## src/rtl/gpio_port_pkg.sv

```systemverilog
package gpio_port_pkg;
  typedef enum logic [1:0] {
    SEL_DIR  = 2'd0,
    SEL_LAT  = 2'd1,
    SEL_PORT = 2'd2,
    SEL_ANA  = 2'd3
  } port_sel_e;
endpackage

```

## src/rtl/gpio_port_regs.sv

```systemverilog
module gpio_port_regs
  import gpio_port_pkg::*;
#(
  parameter int W = 16
) (
  input  logic         clk,
  input  logic         rst,
  input  logic         wr_en,
  input  port_sel_e    sel,
  input  logic [W-1:0] wr_data,
  output logic [W-1:0] dir_q,
  output logic [W-1:0] lat_q,
  output logic [W-1:0] ana_q
);
  logic dir_we, lat_we, ana_we;

  assign dir_we = wr_en && (sel == SEL_DIR);
  assign lat_we = wr_en && ((sel == SEL_LAT) || (sel == SEL_PORT));
  assign ana_we = wr_en && (sel == SEL_ANA);

  always_ff @(posedge clk) begin
    if (rst) begin
      dir_q <= '1;
      lat_q <= '0;
      ana_q <= '1;
    end else begin
      if (dir_we) dir_q <= wr_data;
      if (lat_we) lat_q <= wr_data;
      if (ana_we) ana_q <= wr_data;
    end
  end

  assert_reset_state_R1: assert property (@(posedge clk)
    rst |=> (dir_q == '1 && lat_q == '0 && ana_q == '1));

  assert_latch_load_R3: assert property (@(posedge clk) disable iff (rst)
    (wr_en && (sel == SEL_LAT || sel == SEL_PORT)) |=> lat_q == $past(wr_data));

  assert_latch_hold_R3: assert property (@(posedge clk) disable iff (rst)
    !wr_en |=> $stable(lat_q));

  assert_dir_load_R2: assert property (@(posedge clk) disable iff (rst)
    (wr_en && sel == SEL_DIR) |=> dir_q == $past(wr_data));

  assert_ana_load_R8: assert property (@(posedge clk) disable iff (rst)
    (wr_en && sel == SEL_ANA) |=> ana_q == $past(wr_data));

  assert_port_keeps_cfg_R9: assert property (@(posedge clk) disable iff (rst)
    (wr_en && sel == SEL_PORT) |=> ($stable(dir_q) && $stable(ana_q)));
endmodule

```

## src/rtl/gpio_pin_sampler.sv

```systemverilog
module gpio_pin_sampler #(
  parameter int W = 16
) (
  input  logic         clk,
  input  logic         rst,
  input  logic [W-1:0] pad_in,
  input  logic [W-1:0] ana_q,
  output logic [W-1:0] port_view
);
  logic [W-1:0] pin_q;

  always_ff @(posedge clk) begin
    if (rst) pin_q <= '0;
    else     pin_q <= pad_in;
  end

  assign port_view = pin_q & ~ana_q;
endmodule

```

## src/rtl/gpio_pad_mux.sv

```systemverilog
module gpio_pad_mux #(
  parameter int W = 16
) (
  input  logic [W-1:0] dir_q,
  input  logic [W-1:0] lat_q,
  input  logic [W-1:0] periph_en,
  input  logic [W-1:0] periph_out,
  input  logic [W-1:0] periph_oe,
  output logic [W-1:0] pad_out,
  output logic [W-1:0] pad_oe
);
  for (genvar i = 0; i < W; i++) begin : g_pin
    always_comb begin
      if (periph_en[i]) begin
        pad_out[i] = periph_out[i];
        pad_oe[i]  = periph_oe[i];
      end else begin
        pad_out[i] = lat_q[i];
        pad_oe[i]  = ~dir_q[i];
      end
    end
  end
endmodule

```

## src/rtl/gpio_shared_port.sv

```systemverilog
module gpio_shared_port
  import gpio_port_pkg::*;
#(
  parameter int W = 16
) (
  input  logic         clk,
  input  logic         rst,
  input  logic [1:0]   reg_sel,
  input  logic         wr_en,
  input  logic [W-1:0] wr_data,
  output logic [W-1:0] rd_data,
  input  logic [W-1:0] periph_en,
  input  logic [W-1:0] periph_out,
  input  logic [W-1:0] periph_oe,
  output logic [W-1:0] periph_in,
  output logic [W-1:0] pad_out,
  output logic [W-1:0] pad_oe,
  input  logic [W-1:0] pad_in
);
  port_sel_e    sel;
  logic [W-1:0] dir_q, lat_q, ana_q, port_view;

  assign sel = port_sel_e'(reg_sel);

  gpio_port_regs #(.W(W)) u_regs (
    .clk(clk), .rst(rst), .wr_en(wr_en), .sel(sel), .wr_data(wr_data),
    .dir_q(dir_q), .lat_q(lat_q), .ana_q(ana_q)
  );

  gpio_pin_sampler #(.W(W)) u_sampler (
    .clk(clk), .rst(rst), .pad_in(pad_in), .ana_q(ana_q), .port_view(port_view)
  );

  gpio_pad_mux #(.W(W)) u_mux (
    .dir_q(dir_q), .lat_q(lat_q), .periph_en(periph_en),
    .periph_out(periph_out), .periph_oe(periph_oe),
    .pad_out(pad_out), .pad_oe(pad_oe)
  );

  assign periph_in = pad_in;

  always_comb begin
    unique case (sel)
      SEL_DIR:  rd_data = dir_q;
      SEL_LAT:  rd_data = lat_q;
      SEL_PORT: rd_data = port_view;
      SEL_ANA:  rd_data = ana_q;
      default:  rd_data = '0;
    endcase
  end

  assert_analog_reads_zero_R5: assert property (@(posedge clk) disable iff (rst)
    (sel == SEL_PORT) |-> ((rd_data & ana_q) == '0));

  assert_port_lags_pad_R4: assert property (@(posedge clk) disable iff (rst)
    ((sel == SEL_PORT) && $past(!rst)) |-> (rd_data == ($past(pad_in) & ~ana_q)));
endmodule

```

## config.mk

```make
export PLATFORM = sky130hd
export DESIGN_NAME = gpio_shared_port
export DESIGN_NICKNAME = d
export VERILOG_FILES = /design/src/rtl/gpio_port_pkg.sv /design/src/rtl/gpio_port_regs.sv /design/src/rtl/gpio_pin_sampler.sv /design/src/rtl/gpio_pad_mux.sv /design/src/rtl/gpio_shared_port.sv
export SDC_FILE = /design/constraint.sdc
export NUM_CORES = 1
export LEC_CHECK = 0
export ABC_AREA = 1
export BUFFER_PORTS_ARGS = -buffer_cell sky130_fd_sc_hd__buf_4
export CAP_MARGIN = 20
export CORE_MARGIN = 1
export CORE_UTILIZATION = 47
export DETAILED_ROUTE_END_ITERATION = 8
export PLACE_DENSITY = 0.8
export SKIP_CTS_REPAIR_TIMING = 1
export SLEW_MARGIN = 25
export SYNTH_ARGS = -nofsm -noshare
export SYNTH_HDL_FRONTEND = slang
export SYNTH_SLANG_ARGS = --single-unit
```

## constraint.sdc

```tcl
create_clock -name clk -period 1.2 [get_ports clk]
set_clock_uncertainty 0.2 [all_clocks]
set_input_delay 0.12 -clock clk [delete_from_list [all_inputs] [get_ports clk]]
set_output_delay 0.12 -clock clk [all_outputs]
set_load 0.02 [all_outputs]
```

Word-level counts from Yosys, hierarchy flattened
Index checks and enable logic that the tools add are counted.
{"block": "totals", "mem_bits_rw": 0, "inputBits": 85, "romBits": 0, "latch_bits": 0, "elab_cells": 63, "memories": 0, "output_inout_bits": 64, "ff_bits": 64}
{"block": "op_classes", "reduce_logical": 5, "n_lt_le_gt_ge": 0, "bitwise_logic": 18, "n_eq_ne": 3, "add_sub_neg": 0, "n_mul": 0, "div_mod_pow": 0, "n_mux": 33, "n_shift": 0}
{"op": "$pmux 16 s4", "count": 1}
{"op": "$mux 1", "count": 32}
{"op": "$and 16x16->16", "count": 1}
{"op": "$not 1->1", "count": 16}
{"op": "$not 16->16", "count": 1}
{"op": "$eq 2x2->1 const B", "count": 2}
{"op": "$logic_and 1x1->1", "count": 3}
{"op": "$eq 2x1->1 const B", "count": 1}
{"op": "$logic_not 2->1", "count": 1}
{"op": "$logic_or 1x1->1", "count": 1}

Longest topological paths before layout
{"block": "depth", "word_depth": 3, "mapped_depth": 8, "ltp_nobuf": 6}

By module
From an unflattened synthesis, not the netlist that was laid out.
{"block": "unflattened", "cells_unflattened": 538, "hier_area_um2": 3465.8}
{"mod": "gpio_port_regs", "seq_area_each_um2": 960.9, "cells_per_inst": 250, "area_each_um2": 1846.8, "n_inst": 1}
{"mod": "gpio_shared_port", "seq_area_each_um2": 0.0, "cells_per_inst": 110, "area_each_um2": 644.4, "n_inst": 1}
{"mod": "gpio_pin_sampler", "seq_area_each_um2": 320.3, "cells_per_inst": 82, "area_each_um2": 594.3, "n_inst": 1}
{"mod": "gpio_pad_mux", "seq_area_each_um2": 0.0, "cells_per_inst": 96, "area_each_um2": 380.4, "n_inst": 1}

Least setup slack after synthesis
OpenSTA, ideal clock, no wires.
{"block": "synth_path", "path_kind": "input to output", "startpoint": "input reg_sel[0]", "endpoint": "output rd_data[10]", "n_path_buf": 1, "setup_slack_ns": -0.207, "arrival_time_ns": 1.087, "cell_stages": 6, "cell_sequence": "inv_1 > ha_1 > inv_1 > clkbuf_1 > nor2_1 > nor2_1"}
{"block": "synth_via", "elab_chain_len": 2, "elab_cells_between_ends": 5}
{"element": "from (decl)", "line_no": "gpio_shared_port.sv:8", "rtl": "input logic [1:0] reg_sel,"}
{"element": "$eq 2x2->1, or another cell as far along", "line_no": "gpio_shared_port.sv:43", "rtl": "unique case (sel)"}
{"element": "$pmux 16 s4 *", "line_no": "gpio_shared_port.sv:43"}
{"element": "to (decl)", "line_no": "gpio_shared_port.sv:11", "rtl": "output logic [W-1:0] rd_data,"}
Mark *: on every way between the ends. The rest lies on a longest branch, timed or not.

Worst setup path after layout
{"block": "layout_path", "startpoint": "register u_regs.ana_q[0]", "endpoint": "output rd_data[0]"}
{"block": "layout_via", "elab_chain_len": 3}
{"element": "from (decl)", "line_no": "gpio_port_regs.sv:13", "rtl": "output logic [W-1:0] ana_q"}
{"element": "from (signal assigned)", "line_no": "gpio_port_regs.sv:29", "rtl": "if (ana_we) ana_q <= wr_data;"}
{"element": "$not 16->16", "line_no": "gpio_pin_sampler.sv:17", "rtl": "assign port_view = pin_q & ~ana_q;"}
{"element": "$and 16x16->16", "line_no": "gpio_pin_sampler.sv:17"}
{"element": "$pmux 16 s4 *", "line_no": "gpio_shared_port.sv:43"}
Marked as above.

==> results.yml <==
floorplanning:
  pin_count: 149
  initial_utilization: 0.498
  dieArea_um2: 7260
  num_rows: 29
  core_area_um2: 6530
  die_h_um: 85.2
  die_w_um: 85.2
finish:
  layout-drive-gt1-share: 0.501
  final_cell_mix: "138 x buf_4, 122 x nand2_1, 47 x nor2_1, 47 x dfxtp_2, 35 x dlygate4sd3_1"
  design_area_um2: 5400
  utilization: 0.827
  n_antenna_cell: 0
  area_growth_pct: 66.1
  nets: 758
  final_common_cell: "buf_4"
  n_fill_cell: 408
synthesis:
  yosysWarnings: 0
  synth_top_area_cell: "dfxtp_1"
  synth_ff_type: "dfxtp_1"
  synthesis.instances: 486
  ys_ff_latch: 64
  ys_types: 18
  syn-mean-instance-area_um2: 6.69
  async_reset_ff_frac: 0
  synth.area.top_cells: "dfxtp_1 39%, nand2_1 15%, nor2_1 9.2%"
  synth_edf_count: 0
  yosysTopAreaCellShare: 0.394
  synth_area_um2: 3250
  synth.yosys.seq_area_share: 0.394
  synth_nets: 576
clocking:
  clock_latency_ns: 0.34
  tritoncts: "done"
  cts_sinks: 64
  cts_made_buffers: 9
  h-tree-depth: 3
  root_buffer: "clkbuf_8"
  clock_path_buffers: 2
  clk_pin_slew_ns: 0.06
detailed_routing:
  ant_nets: 0
  wire_per_inst_um: 14.5
  vias: 3873
  dr.pass1.iters: 5
  drc: 0
  avgViaCountPerCell: 5.17
  drt_iter0_drc: 179
  routed_wl_um: 10800
worst_hold_path:
  hold_path_class: "primary input to register"
  holdPathStages: 4
timing:
  hold_ws_ns: -0.0366
  worst_pin_slew_ns: 0.334
  drv_slew: 0
  finalCritPeriodShare: 1.27
  hold_viol: 19
  fmax_mhz: 657
  setup_viol: 48
  fin_crit_ns: 1.52
  grt_setup_unrepaired: "true"
  worst_slew_margin_rel: 0.777
  fin_ws_ns: -0.322
power_and_ir_drop:
  p_int_mw: 4.36
  clockPowerShare: 0.344
  irDropWorstVdd_uv: 1060
  pwr-share-seq: 0.386
  power_frac_comb: 0.270
  power.density_nw_per_um2: 1130
  leakagePower_nw: 2.59
  total_power_mw: 6.13
  switching_share: 0.288
  p_switching_mw: 1.77
critical_path:
  cp_data_required_time_ns: 0.88
  r2r_cells: 3
  crit_type: "register to output pin"
  start_kind: "register"
  worstPathMaxFanout: 2
  worstSetupEndpointType: "output pin"
  cp.arrival_ns: 1.20
global_routing:
  globalRouteTotalUtil: 0.246
  antenna_found_initial: 0
  grt_pass1_vias: 3195
  grt_max_degree: 33
  grt_pass1_wl_um: 14000
  grt.overflow.total: 0
placement:
  placed_area_um2: 4390
  hpwl_um: 6360
  port_buffers: 148
  globalplace.congestion: 0.804
run_status:
  violations: "negative hold slack, negative setup slack"
  status: "complete, but fails checks"
job:
  maxCapViolCount: 0
[sequential cells by signal, indices dropped and copies added (netlist names)]
register / flops
u_regs.dir_q: 16
u_regs.ana_q: 16
u_sampler.pin_q: 16
u_regs.lat_q: 16
[power groups by stage]
stage	registers, mW	logic, mW	clock network, mW
2_1_floorplan	2.35	0.757	0
3_3_place_gp	2.36	1.30	0
3_5_place_dp	2.37	1.34	0
4_1_cts	2.32	1.34	2.08
5_1_grt	2.38	1.77	2.19
6_report	2.37	1.65	2.11
[kinds of logic after synthesis]
| group | Yosys count | share of synthesized area |
|---|---|---|
| simple gates | 243 | 0.294 |
| buf+inv | 94 | 0.154 |
| compound gates | 80 | 0.139 |
| flops | 64 | 0.394 |
| fa+ha+maj | 5 | 0.0192 |
[final cells by class]
cell class              instances  area, µm²  area share
flip-flops and latches         64       1340       0.248
multi-input cells             328       1660       0.307
well taps                      77       96.3      0.0178
inverters                      55        224      0.0415
repair buffers                210       1870       0.345
clock inverters                 3       65.1      0.0120
clock buffers                  12        155      0.0287
[cell usage after synthesis (5+ instances only)]
library cell  instances
nor2_1               80
buf_6                 6
nand3_1              32
o21ai_1              14
dfxtp_1              64
nand2_1             129
buf_4                24
buf_2                 8
a21oi_1              16
ha_1                  5
inv_1                52
o211ai_1             14
o21ai_0              34
[path summary, 6_finish.rpt]
kind                                 startpoint                            end  slack, ns
setup reg to reg  u_regs.ana_q[15]$_SDFFE_PP1P_  u_regs.ana_q[15]$_SDFFE_PP1P_       0.24
setup / recovery   u_regs.ana_q[0]$_SDFFE_PP1P_                     rd_data[0]      -0.32
hold reg to reg   u_regs.lat_q[12]$_SDFFE_PP0P_  u_regs.lat_q[12]$_SDFFE_PP0P_       0.26
hold / removal                              rst   u_regs.dir_q[1]$_SDFFE_PP1P_      -0.04
[metal layers]
metal,vias up,global-route usage,part of all wire,routed length (µm)
li1,1878,-,-,-
met1,1758,0.270,0.37,3960
met2,203,0.459,0.53,5740
met3,34,0.0467,0.075,810
met4,0,0.109,0.031,337
met5,-,0,0,0
[worst max-delay path, cell delays in order (launching register included)]
cell	delay (ns)
dfxtp_2	0.32
inv_2	0.07
nand2_1	0.07
nor2_1	0.13
nor2_2	0.06
nor2_2	0.09
buf_6	0.12
[stage by stage]
stage,hold slack (ns),TNS (ns),setup WS (ns),instances
after floorplan,0.0270,0,0.00865,486
after global placement,0.130,-12.40,-0.287,688
after detailed placement,0.136,-14.91,-0.324,688
after CTS,-0.219,-9.81,-0.328,703
after global routing,0.00274,-9.21,-0.378,749
final,-0.0366,-7.34,-0.322,749
(Power assumes the default switching activity.)
